==> src/rtl/eep_pkg.sv <==
package eep_pkg;

    typedef enum logic [3:0] {
        ST_IDLE,
        ST_SEL,
        ST_SEL_ACK,
        ST_AHI,
        ST_AHI_ACK,
        ST_ALO,
        ST_ALO_ACK,
        ST_WDAT,
        ST_WDAT_ACK,
        ST_RDAT,
        ST_RACK,
        ST_RLOAD
    } eng_state_t;

    typedef struct packed {
        logic scl;
        logic sda;
    } bus_t;

    typedef struct packed {
        logic rise;
        logic fall;
        logic start;
        logic stop;
    } cond_t;

    localparam logic [3:0] SEL_TAG = 4'b1010;

    function automatic logic maj3(input logic [2:0] v);
        return (v[0] & v[1]) | (v[0] & v[2]) | (v[1] & v[2]);
    endfunction

    function automatic logic sel_hit(input logic [7:0] b, input logic [2:0] pins);
        return (b[7:4] == SEL_TAG) && (b[3:1] == pins);
    endfunction

endpackage

==> src/rtl/eep_line_filter.sv <==
module eep_line_filter
    import eep_pkg::*;
#(
    parameter int SYNC_N = 2
) (
    input  logic clk,
    input  logic rst,
    input  logic line_in,
    output logic line_out
);

    logic [SYNC_N-1:0] sync_q;
    logic [2:0]        win_q;

    // lines idle high, so everything resets to one
    always_ff @(posedge clk) begin
        if (rst) begin
            sync_q   <= '1;
            win_q    <= '1;
            line_out <= 1'b1;
        end else begin
            sync_q   <= {sync_q[SYNC_N-2:0], line_in};
            win_q    <= {win_q[1:0], sync_q[SYNC_N-1]};
            line_out <= maj3(win_q);
        end
    end

endmodule

==> src/rtl/eep_cond_detect.sv <==
module eep_cond_detect
    import eep_pkg::*;
(
    input  logic  clk,
    input  logic  rst,
    input  bus_t  bus_f,
    output cond_t cond
);

    bus_t prev_q;

    always_ff @(posedge clk) begin
        if (rst) prev_q <= '1;
        else     prev_q <= bus_f;
    end

    always_comb begin
        cond.rise  = bus_f.scl & ~prev_q.scl;
        cond.fall  = ~bus_f.scl & prev_q.scl;
        cond.start = bus_f.scl & prev_q.scl & prev_q.sda & ~bus_f.sda;
        cond.stop  = bus_f.scl & prev_q.scl & ~prev_q.sda & bus_f.sda;
    end

endmodule

==> src/rtl/eeprom_serial_slave.sv <==
module eeprom_serial_slave
    import eep_pkg::*;
#(
    parameter int ADDR_W = 15,
    parameter int PAGE_W = 6,
    parameter int SYNC_N = 2
) (
    input  logic                     clk,
    input  logic                     rst,
    input  logic                     scl_in,
    input  logic                     sda_in,
    input  logic [2:0]               dev_sel,
    input  logic                     wp,
    input  logic                     wr_busy,
    input  logic [7:0]               rd_data,
    output logic                     sda_oe,
    output logic [ADDR_W-1:0]        rd_addr,
    output logic                     pbuf_we,
    output logic [ADDR_W-1:0]        pbuf_addr,
    output logic [7:0]               pbuf_data,
    output logic                     commit,
    output logic [ADDR_W-PAGE_W-1:0] commit_page
);

    localparam int HI_W    = ADDR_W - 8;
    localparam int N_LINES = 2;

    logic [N_LINES-1:0] raw_lines;
    logic [N_LINES-1:0] filt_lines;
    bus_t               bus_f;
    cond_t              cond;

    assign raw_lines = {scl_in, sda_in};

    for (genvar g = 0; g < N_LINES; g++) begin : g_filt
        eep_line_filter #(.SYNC_N(SYNC_N)) u_filt (
            .clk      (clk),
            .rst      (rst),
            .line_in  (raw_lines[g]),
            .line_out (filt_lines[g])
        );
    end

    assign bus_f = filt_lines;

    eep_cond_detect u_cond (
        .clk   (clk),
        .rst   (rst),
        .bus_f (bus_f),
        .cond  (cond)
    );

    eng_state_t        state;
    logic [3:0]        bitcnt;
    logic [7:0]        sh;
    logic [7:0]        tx;
    logic [ADDR_W-1:0] addr_cnt;
    logic [HI_W-1:0]   addr_hi;
    logic              rw_q;
    logic              wp_lat;
    logic              pend;

    assign rd_addr = addr_cnt;

    always_ff @(posedge clk) begin
        if (rst) begin
            state       <= ST_IDLE;
            bitcnt      <= '0;
            sh          <= '0;
            tx          <= '0;
            addr_cnt    <= '0;
            addr_hi     <= '0;
            rw_q        <= 1'b0;
            wp_lat      <= 1'b0;
            pend        <= 1'b0;
            sda_oe      <= 1'b0;
            pbuf_we     <= 1'b0;
            pbuf_addr   <= '0;
            pbuf_data   <= '0;
            commit      <= 1'b0;
            commit_page <= '0;
        end else begin
            pbuf_we <= 1'b0;
            commit  <= 1'b0;
            if (cond.start) begin
                state  <= ST_SEL;
                bitcnt <= '0;
                sda_oe <= 1'b0;
                pend   <= 1'b0;
            end else if (cond.stop) begin
                state  <= ST_IDLE;
                sda_oe <= 1'b0;
                pend   <= 1'b0;
                if (pend) begin
                    commit      <= 1'b1;
                    commit_page <= addr_cnt[ADDR_W-1:PAGE_W];
                end
            end else begin
                unique case (state)
                    ST_SEL, ST_AHI, ST_ALO, ST_WDAT: begin
                        if (cond.rise && bitcnt != 4'd8) begin
                            sh     <= {sh[6:0], bus_f.sda};
                            bitcnt <= bitcnt + 4'd1;
                        end else if (cond.fall && bitcnt == 4'd8) begin
                            bitcnt <= '0;
                            unique case (state)
                                ST_SEL: begin
                                    if (sel_hit(sh, dev_sel) && !wr_busy) begin
                                        rw_q   <= sh[0];
                                        sda_oe <= 1'b1;
                                        state  <= ST_SEL_ACK;
                                    end else begin
                                        state  <= ST_IDLE;
                                    end
                                end
                                ST_AHI: begin
                                    addr_hi <= sh[HI_W-1:0];
                                    sda_oe  <= 1'b1;
                                    state   <= ST_AHI_ACK;
                                end
                                ST_ALO: begin
                                    addr_cnt <= {addr_hi, sh};
                                    sda_oe   <= 1'b1;
                                    state    <= ST_ALO_ACK;
                                end
                                default: begin
                                    if (!wp_lat) begin
                                        pbuf_we   <= 1'b1;
                                        pbuf_addr <= addr_cnt;
                                        pbuf_data <= sh;
                                        addr_cnt[PAGE_W-1:0] <= addr_cnt[PAGE_W-1:0] + PAGE_W'(1);
                                        pend      <= 1'b1;
                                        sda_oe    <= 1'b1;
                                        state     <= ST_WDAT_ACK;
                                    end else begin
                                        state     <= ST_IDLE;
                                    end
                                end
                            endcase
                        end
                    end
                    ST_SEL_ACK, ST_AHI_ACK, ST_ALO_ACK, ST_WDAT_ACK, ST_RLOAD: begin
                        if (cond.fall) begin
                            sda_oe <= 1'b0;
                            bitcnt <= '0;
                            if ((state == ST_SEL_ACK && rw_q) || state == ST_RLOAD) begin
                                tx       <= rd_data;
                                sda_oe   <= ~rd_data[7];
                                addr_cnt <= addr_cnt + ADDR_W'(1);
                                state    <= ST_RDAT;
                            end else if (state == ST_SEL_ACK) begin
                                state  <= ST_AHI;
                            end else if (state == ST_AHI_ACK) begin
                                state  <= ST_ALO;
                            end else if (state == ST_ALO_ACK) begin
                                wp_lat <= wp;
                                state  <= ST_WDAT;
                            end else begin
                                state  <= ST_WDAT;
                            end
                        end
                    end
                    ST_RDAT: begin
                        if (cond.rise) begin
                            bitcnt <= bitcnt + 4'd1;
                        end else if (cond.fall) begin
                            if (bitcnt == 4'd8) begin
                                sda_oe <= 1'b0;
                                state  <= ST_RACK;
                            end else begin
                                sda_oe <= ~tx[6];
                                tx     <= tx << 1;
                            end
                        end
                    end
                    ST_RACK: begin
                        if (cond.rise) state <= bus_f.sda ? ST_IDLE : ST_RLOAD;
                    end
                    default: ;
                endcase
            end
        end
    end

endmodule

==> config.mk <==
export PLATFORM = sky130hd
export DESIGN_NAME = eeprom_serial_slave
export DESIGN_NICKNAME = d
export VERILOG_FILES = /design/src/rtl/eep_pkg.sv /design/src/rtl/eep_line_filter.sv /design/src/rtl/eep_cond_detect.sv /design/src/rtl/eeprom_serial_slave.sv
export SDC_FILE = /design/constraint.sdc
export NUM_CORES = 1
export LEC_CHECK = 0
export BUFFER_PORTS_ARGS = -buffer_cell sky130_fd_sc_hd__buf_2
export CORE_MARGIN = 3
export CORE_UTILIZATION = 44
export CTS_BUF_LIST = sky130_fd_sc_hd__clkbuf_8
export CTS_CLUSTER_DIAMETER = 200
export CTS_CLUSTER_SIZE = 25
export DETAILED_ROUTE_END_ITERATION = 10
export PLACE_DENSITY = 0.64
export SYNTH_ARGS = -nofsm -noshare
export SYNTH_HDL_FRONTEND = slang
export SYNTH_SLANG_ARGS = --single-unit
==> constraint.sdc <==
create_clock -name clk -period 5.3 [get_ports clk]
set_clock_uncertainty 0.2 [all_clocks]
set_input_delay 0 -clock clk [delete_from_list [all_inputs] [get_ports clk]]
set_output_delay 0 -clock clk [all_outputs]
set_load 0.01 [all_outputs]
==> results of run 1 <==
[kinds of logic after synthesis]
group	count (synthesis)
simple gates	183
compound gates	127
flops	97
mux	58
buf+inv	49
xor+xnor	5
fa+ha+maj	3
[synth_stat cells, types with 3 or more instances]
cell / instances
a211oi_1: 11
nand4_1: 7
nor2b_1: 12
ha_1: 3
mux2i_1: 57
buf_2: 10
nand3_1: 8
nand2_1: 23
a32o_1: 4
o211ai_1: 3
or2_2: 12
inv_1: 14
a22oi_1: 3
nor3_1: 11
and3_1: 3
o311ai_1: 3
or4_1: 3
a311oi_1: 4
nor4_1: 5
clkbuf_1: 20
xnor2_1: 5
o41ai_1: 4
nor2_1: 70
nor3b_1: 4
o21ai_1: 5
o21ai_0: 26
dfxtp_1: 97
o31a_1: 5
a31o_2: 3
a31oi_1: 13
nand2b_1: 8
a32oi_1: 3
a21oi_1: 15
[power by group through the flow]
stage	Clock, mW	Sequential (mW)	Combinational, mW
after floorplan	0	0.803	0.531
after global placement	0	0.845	0.613
after detailed placement	0	0.845	0.624
after CTS	0.497	0.829	0.633
after global routing	0.522	0.840	0.697
final	0.478	0.831	0.651
[flip-flops by register name, indices dropped and copies added, names as in the netlist, 6 cells and up]
name / cells
addr_hi: 7
commit_page: 9
g_filt.u_filt.win_q: 6
pbuf_addr: 15
pbuf_data: 8
rd_addr: 15
sh: 8
tx: 7
[stage by stage]
step / power [mW] / area [µm²] / util, % / std cells / setup slack (ps)
final: 1.96 / 5350 / 53.2 / 716 / 2380
after global routing: 2.06 / 5350 / 53.2 / 716 / 2100
after CTS: 1.96 / 5350 / 53.2 / 716 / 2450
after detailed placement: 1.47 / 5030 / 50.1 / 689 / 2450
after global placement: 1.46 / 5030 / 50.1 / 689 / 2520
after floorplan: 1.33 / 4670 / - / 522 / 3020
[cell type report]
| cell class | count | area [µm²] | area share, % |
|---|---|---|---|
| clock buffer | 9 | 124 | 2.32 |
| clock inverter | 6 | 67.6 | 1.26 |
| inverter | 14 | 52.6 | 0.983 |
| multi-input combinational | 376 | 2520 | 47.1 |
| sequential | 97 | 1940 | 36.3 |
| tap | 133 | 166 | 3.11 |
| timing repair buffer | 81 | 473 | 8.85 |
[layer usage]
| metal | share of wire (%) | global-route usage [%] | vias up |
|---|---|---|---|
| li1 | - | - | 2013 |
| met1 | 46 | 29.0 | 2010 |
| met2 | 47 | 34.1 | 130 |
| met3 | 4.8 | 3.85 | 25 |
| met4 | 1.7 | 5.77 | 0 |
| met5 | 0 | 0 | - |
[worst paths after layout]
check	to	cells past startpoint
setup / recovery	rd_addr[1]	5
hold / removal	rw_q	6
setup reg to reg	rd_addr[1]	5
hold reg to reg	g_filt[1].u_filt.sync_q[1]	1
[placed cells by master, fill, tap and decap left out, types with 11 or more instances in the layout]
cell type / count
mux2i_1: 57
buf_2: 66
nor3_1: 11
a21oi_1: 15
o21ai_0: 26
nor2b_1: 12
or2_2: 12
dfxtp_1: 97
nand2_1: 23
nor2_1: 70
a211oi_1: 11
inv_1: 14
a31oi_1: 13
dlygate4sd3_1: 12
[worst max-delay path, stage by stage (launching register included)]
cell and delay, ps:
dfxtp_1 760, nor2_1 250, a22o_4 370, a21o_1 410, or3_4 510, mux2_4 310
==> flow_metrics.env, run 1 <==
export IMPL_syn_to_final_growth_pct=14.5
export IMPL_crit_fanout=20
export IMPL_synth_nets=542
export IMPL_synthesis_area_mm2=0.00467
export IMPL_synth_top_flop_cell="dfxtp_1"
export IMPL_yosys_warnings=0
export IMPL_grt_max_degree=88
export IMPL_crit_required_ps=5350
export IMPL_yosysTopAreaCellShare_pct=41.6
export IMPL_power_leakage_nw=2.16
export IMPL_cts_sinks=97
export IMPL_overflow=0
export IMPL_synthArstFlopShare_pct=0
export IMPL_route_detailed_drc=0
export IMPL_synth_mux_area_share_pct=12.5
export IMPL_ant_nets=0
export IMPL_synth_top_family_by_area="simple AND/OR/NAND/NOR gates"
export IMPL_synth_xor_area_share_pct=0.938
export IMPL_rows=36
export IMPL_nFillCells=976
export IMPL_fin_tns_setup_ps=0
export IMPL_ctsHoldBuffers=12
export IMPL_synth_edf_count=0
export IMPL_dp_hpwl_um=8510
export IMPL_post_drt_wl_per_cell_um=17.2
export IMPL_die_h_um=109
export IMPL_synth_compound_area_share_pct=19.4
export IMPL_rsz0062_at_grt="no"
export IMPL_vias=4178
export IMPL_die_w_um=109
export IMPL_synth_area_leaders="dfxtp_1 (42%), mux2i_1 (12%), nor2_1 (5.6%)"
export IMPL_synth_top_cell_by_area="dfxtp_1"
export IMPL_internal_power_mw=1.20
export IMPL_ys_seq_area_share_pct=41.6
export IMPL_cp_end_kind="flip-flop"
export IMPL_cp_arrival_ps=2980
export IMPL_cts_tree="done"
export IMPL_syn_inst=522
export IMPL_synthAdderAreaFrac_pct=0.804
export IMPL_clock_latency_ps=360
export IMPL_coreArea_mm2=0.0100
export IMPL_crit_path_start="state[3]"
export IMPL_p_seq_share_pct=42.4
export IMPL_tightest_slew_ps=972
export IMPL_slew_viol_final=0
export IMPL_cts_buffers=9
export IMPL_max_freq_mhz=342
export IMPL_gp_congestion=0.890
export IMPL_vdd_drop_max_uv=177
export IMPL_grt_pass1_vias=3850
export IMPL_hold_violations=0
export IMPL_cellPowerDensity_mw_per_mm2=367
export IMPL_rrSetupSlack_ps=2380
export IMPL_diodes=0
export IMPL_ys_seq_elements=97
export IMPL_min_path_type="primary input to flip-flop"
export IMPL_setup_viol=0
export IMPL_path_clk_slew_ps=100
export IMPL_netSwitchingPower_uw=758
export IMPL_cts_setup_buffers=0
export IMPL_numPortBuffers=66
export IMPL_slew_headroom_pct=35.2
export IMPL_drt_pre_antenna_iters=5
export IMPL_root_buffer="clkbuf_8"
export IMPL_pin_count=67
export IMPL_max_cap_violations=0
export IMPL_syn_area_per_cell_um2=8.94
export IMPL_hold_ws_ps=71.5
export IMPL_vias_per_cell=5.84
export IMPL_grtUsageTotal_pct=21.1
export IMPL_startpoint_type="flip-flop"
export IMPL_synthSimpleGateAreaFrac_pct=20.1
export IMPL_drt_total_wl_um=12300
export IMPL_worstHoldStart="dev_sel[1]"
export IMPL_period_share_pct=55.2
export IMPL_worst_setup_path_type="flip-flop to flip-flop"
export IMPL_drive_above_1_share_pct=18.9
export IMPL_nNetsFinal=599
export IMPL_cts_resized_gates=0
export IMPL_timing_rr_start="state[3]"
export IMPL_pwr_share_clk_pct=24.4
export IMPL_min_period_ps=2920
export IMPL_drtIter0Drc=372
export IMPL_power_frac_comb_pct=33.2
export IMPL_synth_cell_types=70
export IMPL_initial_utilization_pct=46.5
export IMPL_clock_path_buffers=2
export IMPL_status="finished, final reports clean"
export IMPL_antenna_found_initial=0
export IMPL_cts_max_level=3
export IMPL_dieArea_mm2=0.0119
export IMPL_grt_pass1_wl_um=19900
export IMPL_switching_share_pct=38.7
No activity file was read; power rests on OpenSTA's default activity.
==> inputs of run 2 (changes only) <==
--- a/config.mk
+++ b/config.mk
@@ -5,6 +5,7 @@
 export SDC_FILE = /design/constraint.sdc
 export NUM_CORES = 1
 export LEC_CHECK = 0
+export ABC_AREA = 1
 export BUFFER_PORTS_ARGS = -buffer_cell sky130_fd_sc_hd__buf_2
 export CORE_MARGIN = 3
 export CORE_UTILIZATION = 44
@@ -12,7 +13,7 @@
 export CTS_CLUSTER_DIAMETER = 200
 export CTS_CLUSTER_SIZE = 25
 export DETAILED_ROUTE_END_ITERATION = 10
-export PLACE_DENSITY = 0.64
+export PLACE_DENSITY = 0.67
 export SYNTH_ARGS = -nofsm -noshare
 export SYNTH_HDL_FRONTEND = slang
 export SYNTH_SLANG_ARGS = --single-unit
==> constraint.sdc (replaced) <==
create_clock -name clk -period 2.6 [get_ports clk]
set_clock_uncertainty 0.2 [all_clocks]
set_input_delay 0 -clock clk [delete_from_list [all_inputs] [get_ports clk]]
set_output_delay 0 -clock clk [all_outputs]
set_load 0.01 [all_outputs]
==> run 2 against run 1 <==
Critical path depth increased by 3. Non-clock buffer count increased by 9. Flip-flop and latch count unchanged. Die area decreased by 4.3%. First-iteration DRC count decreased by 36%. Synthesized cell count increased by 22%. Worst hold slack got worse by 38 ps. Worst setup slack got worse by 2000 ps. Fmax increased by 29%. Critical path type unchanged. Highest routed layer unchanged.
==> flow_metrics.env, run 2 <==
export IMPL_status="finished, final reports clean"
export IMPL_final_area_mm2=0.00528
export IMPL_drtIter0Drc=239
export IMPL_route_detailed_drc=0
export IMPL_syn_area_per_cell_um2=7.01
export IMPL_hold_ws_ps=33.5
export IMPL_synthArstFlopShare_pct=0
export IMPL_period_share_pct=87.1
export IMPL_hold_violations=0
export IMPL_post_drt_wl_per_cell_um=13.8
export IMPL_worst_setup_path_type="flip-flop to flip-flop"
export IMPL_cts_sinks=97
export IMPL_final_cell_mix="nand2_1 (134), dfxtp_1 (97), nor2_1 (74)"
export IMPL_finish_utilization_pct=53.8
export IMPL_diodes=0
export IMPL_yosysTopAreaCellShare_pct=43.6
export IMPL_drt_pre_antenna_iters=4
export IMPL_coreArea_mm2=0.00982
export IMPL_vdd_drop_max_uv=329
export IMPL_ys_seq_elements=97
export IMPL_initial_utilization_pct=45.4
export IMPL_power_leakage_nw=2.32
export IMPL_dp_hpwl_um=8520
export IMPL_slew_headroom_pct=69.6
export IMPL_clock_latency_ps=360
export IMPL_cp_arrival_ps=2320
export IMPL_synthesis_area_mm2=0.00445
export IMPL_cp_end_kind="flip-flop"
export IMPL_vias=4367
export IMPL_p_seq_share_pct=43.5
export IMPL_cts_max_level=3
export IMPL_crit_fanout=5
export IMPL_synth_top_cell_by_area="dfxtp_1"
export IMPL_rsz0062_at_grt="no"
export IMPL_nFillCells=991
export IMPL_drt_total_wl_um=11800
export IMPL_setup_viol=0
export IMPL_syn_inst=635
export IMPL_yosys_warnings=0
export IMPL_numPortBuffers=66
export IMPL_ys_seq_area_share_pct=43.6
export IMPL_ant_nets=0
export IMPL_grt_pass1_wl_um=19600
export IMPL_dpl_cell_count=820
export IMPL_power_frac_comb_pct=32.3
export IMPL_drive_above_1_share_pct=18.8
export IMPL_crit_required_ps=2650
export IMPL_min_period_ps=2260
export IMPL_cellPowerDensity_mw_per_mm2=732
export IMPL_fin_tns_setup_ps=0
export IMPL_antenna_found_initial=0
export IMPL_dp_slack_ps=382
export IMPL_layout_cells_non_filler=853
export IMPL_synth_edf_count=0
export IMPL_gp_congestion=0.906
export IMPL_synth_most_common_cell="nand2_1"
export IMPL_fin_ws_ps=335
export IMPL_dieArea_mm2=0.0114
export IMPL_grt_max_degree=46
export IMPL_cpMaxStageDelayCell="dlygate4sd3_1"
export IMPL_max_stage_delay_ps=640
export IMPL_nNetsFinal=735
export IMPL_synth_nets=655
export IMPL_switching_share_pct=39.2
export IMPL_synth_top_flop_cell="dfxtp_1"
export IMPL_total_power_mw=3.87
export IMPL_pwr_share_clk_pct=24.2
export IMPL_pin_count=67
export IMPL_synth_common_cells="nand2_1 (134), dfxtp_1 (97), nor2_1 (74), a21oi_1 (65), o21ai_0 (63)"
export IMPL_max_freq_mhz=442
export IMPL_cts_tree="done"
export IMPL_slew_viol_final=0
export IMPL_synth_area_leaders="dfxtp_1 (44%), nand2_1 (11%), a21oi_1 (7.3%)"
export IMPL_path_cells="inv_1 -> nor2_1 -> nand2_1 -> nor3_1 -> dlygate4sd3_1 -> nand4_1 -> o21ai_0 -> a21oi_1"
export IMPL_cts_resized_gates=0
export IMPL_vias_per_cell=5.12
export IMPL_root_buffer="clkbuf_8"
export IMPL_cts_buffers=9
export IMPL_overflow=0
export IMPL_max_cap_violations=0
export IMPL_startpoint_type="flip-flop"
export IMPL_tightest_slew_ps=452
export IMPL_clock_path_buffers=2
export IMPL_grt_pass1_vias=4081
export IMPL_netSwitchingPower_mw=1.52
export IMPL_syn_to_final_growth_pct=18.5
export IMPL_layout_commonest_cell="nand2_1"
export IMPL_rows=36
export IMPL_min_path_type="primary input to flip-flop"
export IMPL_internal_power_mw=2.35
export IMPL_synth_cell_types=32
export IMPL_die_h_um=107
export IMPL_placed_area_mm2=0.00492
export IMPL_die_w_um=107
export IMPL_grtUsageTotal_pct=21.3
export IMPL_path_clk_slew_ps=90
==> run 2: cell count changes after synthesis, moves of 32 or more <==
cell and change:
o21ai_0 +37, inv_1 +40, nand2_1 +111, nand3_1 +32, mux2i_1 -57, a21oi_1 +50
==> run 2: path summary, 6_finish.rpt <==
check / startpoint / to / slack [ps] / cells past startpoint
hold / removal: dev_sel[2] / rw_q / 30 / 5
setup / recovery: sh[5] / rw_q / 340 / 8
hold reg to reg: g_filt[1].u_filt.sync_q[1] / g_filt[1].u_filt.win_q[0] / 220 / 1
setup reg to reg: sh[5] / rw_q / 340 / 8
==> run 2: layout make-up <==
type | instances | area (µm²) | share of cell area [%]
clock buffer | 9 | 124 | 2.35
clock inverter | 7 | 61.3 | 1.16
inverter | 65 | 244 | 4.62
multi-input combinational | 452 | 2180 | 41.2
sequential | 97 | 1940 | 36.8
tap | 133 | 166 | 3.15
timing repair buffer | 90 | 566 | 10.7
==> run 2: worst max-delay path, delay by kind of cell, from the launching register on <==
| kind | cells | cell delay (ps) |
|---|---|---|
| AOI/OAI and AO/OA | 2 | 230 |
| buffers and inverters | 2 | 760 |
| DFF | 1 | 330 |
| and+or+nand+nor | 4 | 650 |
==> run 2: repair_timing <==
action	CTS	global route
endpoints found under the setup margin	0	0
hold endpoints to repair	28	0
hold buffers	17	0
buffers inserted	0	0
==> run 2: power by group through the flow <==
stage	combinational (mW)	sequential, mW	clock [mW]
floorplan	0.924	1.70	0
global placement	1.21	1.71	0
detailed placement	1.22	1.71	0
CTS	1.24	1.68	0.965
global route	1.42	1.69	1.02
finish	1.25	1.68	0.936
==> run 2: cells by family (layout without fill, tap and decap cells) <==
kind of cell,Yosys count,after routing,synth area share [%]
simple gates,304,304,30.9
compound gates,140,140,16.2
flops,97,97,43.6
buf+inv,86,171,7.56
xor+xnor,5,5,0.983
fa+ha+maj,3,3,0.843
==> run 2: per-layer routing <==
metal	vias to the layer above	GRT usage, %	part of all wire, %
li1	2233	-	-
met3	8	3.49	5.3
met2	119	34.4	46
met4	0	7.49	0.82
met1	2007	28.9	48
met5	-	0	0
==> inputs of run 3 (changes only) <==
--- a/config.mk
+++ b/config.mk
@@ -13,7 +13,8 @@
 export CTS_CLUSTER_DIAMETER = 200
 export CTS_CLUSTER_SIZE = 25
 export DETAILED_ROUTE_END_ITERATION = 10
-export PLACE_DENSITY = 0.67
+export PLACE_DENSITY = 0.66
 export SYNTH_ARGS = -nofsm -noshare
 export SYNTH_HDL_FRONTEND = slang
+export SYNTH_HIERARCHICAL = 1
 export SYNTH_SLANG_ARGS = --single-unit
==> run 3 against run 2 <==
Total power up 3.5%. Clock power down 2%. Critical endpoint unchanged. Worst hold slack worse by 2.4 ps. Non-clock buffer count up 3. Routed wire length up 2.4%. Critical path depth down 1. Area after synthesis up 6.0%.
==> flow_metrics.env, run 3 <==
export IMPL_cts_buffers=9
export IMPL_finish_utilization_pct=53.9
export IMPL_slew_headroom_pct=62.9
export IMPL_syn_to_final_growth_pct=18.4
export IMPL_synth_top_cell_by_area="dfxtp_1"
export IMPL_pwr_share_clk_pct=23.0
export IMPL_drive_above_1_share_pct=16.1
export IMPL_vdd_drop_max_uv=314
export IMPL_tightest_slew_ps=557
export IMPL_synthSimpleGateAreaFrac_pct=30.7
export IMPL_ant_nets=0
export IMPL_min_to="rw_q"
export IMPL_internal_power_mw=2.41
export IMPL_netSwitchingPower_mw=1.59
export IMPL_antenna_found_initial=0
export IMPL_post_drt_wl_per_cell_um=13.1
export IMPL_synth_common_cells="nand2_1 (143), dfxtp_1 (97), inv_1 (91), nor2_1 (89), o21ai_0 (80)"
export IMPL_status="finished, final reports clean"
export IMPL_numPortBuffers=66
export IMPL_path_cells="inv_1 -> nand2_1 -> nor3_4 -> dlygate4sd3_1 -> nand4_1 -> dlygate4sd3_1 -> a21oi_1"
export IMPL_switching_share_pct=39.7
export IMPL_dp_hpwl_um=8570
export IMPL_crit_required_ps=2700
export IMPL_dieArea_mm2=0.0120
export IMPL_slew_viol_final=0
export IMPL_synth_xor_area_share_pct=0.928
export IMPL_p_seq_share_pct=42.0
export IMPL_rrSetupSlack_ps=120
export IMPL_cellPowerDensity_mw_per_mm2=716
export IMPL_route_detailed_drc=0
export IMPL_grt_max_degree=64
export IMPL_max_cap_violations=0
export IMPL_die_w_um=110
export IMPL_yosys_warnings=6
export IMPL_nNetsFinal=804
export IMPL_setup_viol=0
export IMPL_final_cell_mix="nand2_1 (143), dfxtp_1 (97), inv_1 (91)"
export IMPL_synth_top_flop_cell="dfxtp_1"
export IMPL_vias_per_cell=5.02
export IMPL_cp_arrival_ps=2580
export IMPL_gp_congestion=0.834
export IMPL_synth_edf_count=0
export IMPL_synth_cell_types=34
export IMPL_die_h_um=110
export IMPL_synthesis_area_mm2=0.00472
export IMPL_rr_endpoint="rw_q"
export IMPL_drt_total_wl_um=12100
export IMPL_hold_violations=0
export IMPL_min_period_ps=2480
export IMPL_cpMaxStageDelayCell="dlygate4sd3_1"
export IMPL_rows=37
export IMPL_startpoint_type="flip-flop"
export IMPL_layout_commonest_cell="nand2_1"
export IMPL_path_clk_slew_ps=100
export IMPL_drtIter0Drc=249
export IMPL_clock_latency_ps=360
export IMPL_power_leakage_nw=2.54
export IMPL_worst_setup_path_type="flip-flop to flip-flop"
export IMPL_worstHoldStart="dev_sel[2]"
export IMPL_hold_depth=6
export IMPL_initial_utilization_pct=45.5
export IMPL_hold_ws_ps=31.1
export IMPL_period_share_pct=95.5
export IMPL_root_buffer="clkbuf_8"
export IMPL_synth_area_leaders="dfxtp_1 (41%), nand2_1 (11%), o21ai_0 (8.5%)"
export IMPL_synth_compound_area_share_pct=16.5
export IMPL_grt_pass1_wl_um=19500
export IMPL_grt_pass1_vias=4135
export IMPL_ys_seq_elements=97
export IMPL_coreArea_mm2=0.0104
export IMPL_timing_rr_start="sh[4]"
export IMPL_total_power_mw=4.00
export IMPL_cts_max_level=3
export IMPL_vias=4643
export IMPL_cts_sinks=97
export IMPL_max_freq_mhz=403
export IMPL_synth_top_family_by_area="simple AND/OR/NAND/NOR gates"
export IMPL_cts_setup_buffers=0
export IMPL_cts_tree="done"
export IMPL_synthArstFlopShare_pct=0
export IMPL_cp_end_kind="flip-flop"
export IMPL_syn_area_per_cell_um2=6.76
export IMPL_syn_inst=698
export IMPL_worstRegToRegCells=7
export IMPL_diodes=0
export IMPL_synth_nets=718
export IMPL_synth_most_common_cell="nand2_1"
export IMPL_pin_count=67
export IMPL_grtUsageTotal_pct=20.5
export IMPL_cpMostUsedCell="dlygate4sd3_1"
export IMPL_yosysTopAreaCellShare_pct=41.1
export IMPL_min_path_type="primary input to flip-flop"
export IMPL_ys_seq_area_share_pct=41.1
export IMPL_synthAdderAreaFrac_pct=0.795
export IMPL_crit_fanout=4
export IMPL_max_stage_delay_ps=600
export IMPL_clock_path_buffers=2
export IMPL_drt_pre_antenna_iters=7
export IMPL_synth_mux_area_share_pct=0
export IMPL_overflow=0
export IMPL_power_frac_comb_pct=35.0
==> run 3: cell types whose count changed after synthesis, moves of 4 or more <==
cell | previous run | this run
nor2_1 | 74 | 89
o21ai_0 | 63 | 80
inv_1 | 54 | 91
or2_1 | 0 | 10
nand2_1 | 134 | 143
inv_2 | 11 | 7
nand3_1 | 40 | 35
or2_2 | 13 | 0
==> run 3: final cells by class <==
type                       count  area (µm²)
timing repair buffer          93         578
inverter                     100         380
fill                        1029        4780
clock buffer                  10         138
sequential                    97        1940
multi-input combinational    483        2340
clock inverter                 6        42.5
tap                          136         170
==> run 3: cells by family (layout without fill, tap and decap cells) <==
family | Yosys count | after routing
AOI/OAI and AO/OA | 153 | 153
xor gates and xnor gates | 5 | 5
adders and majority gates | 3 | 3
DFF | 97 | 97
buffers and inverters | 119 | 209
and+or+nand+nor | 321 | 322
==> run 3: per-stage QoR <==
stage / instance area [µm²] / std cells / setup WS [ps] / setup TNS (ps)
after floorplan: 4720 / 698 / 731 / 0
after global placement: 5200 / 890 / 377 / 0
after detailed placement: 5200 / 890 / 323 / 0
after CTS: 5560 / 924 / 42.3 / 0
after global routing: 5590 / 925 / -18.4 / -18.4
final: 5590 / 925 / 117 / 0
==> run 3: critical path: cells and delay by family (launching register included) <==
| kind | cells | cell delay, ps |
|---|---|---|
| flip-flops | 1 | 360 |
| buffers and inverters | 3 | 1290 |
| AND/OR/NAND/NOR | 3 | 440 |
| AO/OA/AOI/OAI | 1 | 130 |
==> run 3: how the worst max path moves through the flow <==
stage	end	slack [ps]	from	cells after the start
finish	rw_q	120	sh[4]	7
detailed placement	pbuf_data[6]	320	bitcnt[0]	9
global placement	tx[0]	380	state[0]	11
floorplan	rd_addr[0]	730	g_filt[0].u_filt/line_out	10
CTS	rw_q	40	sh[4]	7
global route	rw_q	-20	sh[4]	7
==> run 3: power by group through the flow <==
stage	logic, mW	clock network [mW]	registers [mW]
4_1_cts	1.40	0.951	1.68
6_report	1.40	0.920	1.68
5_1_grt	1.60	0.997	1.70
2_1_floorplan	1.10	0	1.70
3_5_place_dp	1.37	0	1.72
3_3_place_gp	1.35	0	1.71
==> run 3: timing repair <==
item	4_1_cts	5_1_grt
setup endpoints to repair	0	4
hold endpoints to repair	39	0
gates resized for setup	0	4
hold buffers	18	0
==> run 3: layer usage <==
layer	GRT usage, %	up-vias	routed length [µm]
met2	35.3	125	5810
met3	3.58	18	727
met1	26.2	2096	5370
met4	5.79	0	180
met5	0	-	0
li1	-	2404	-
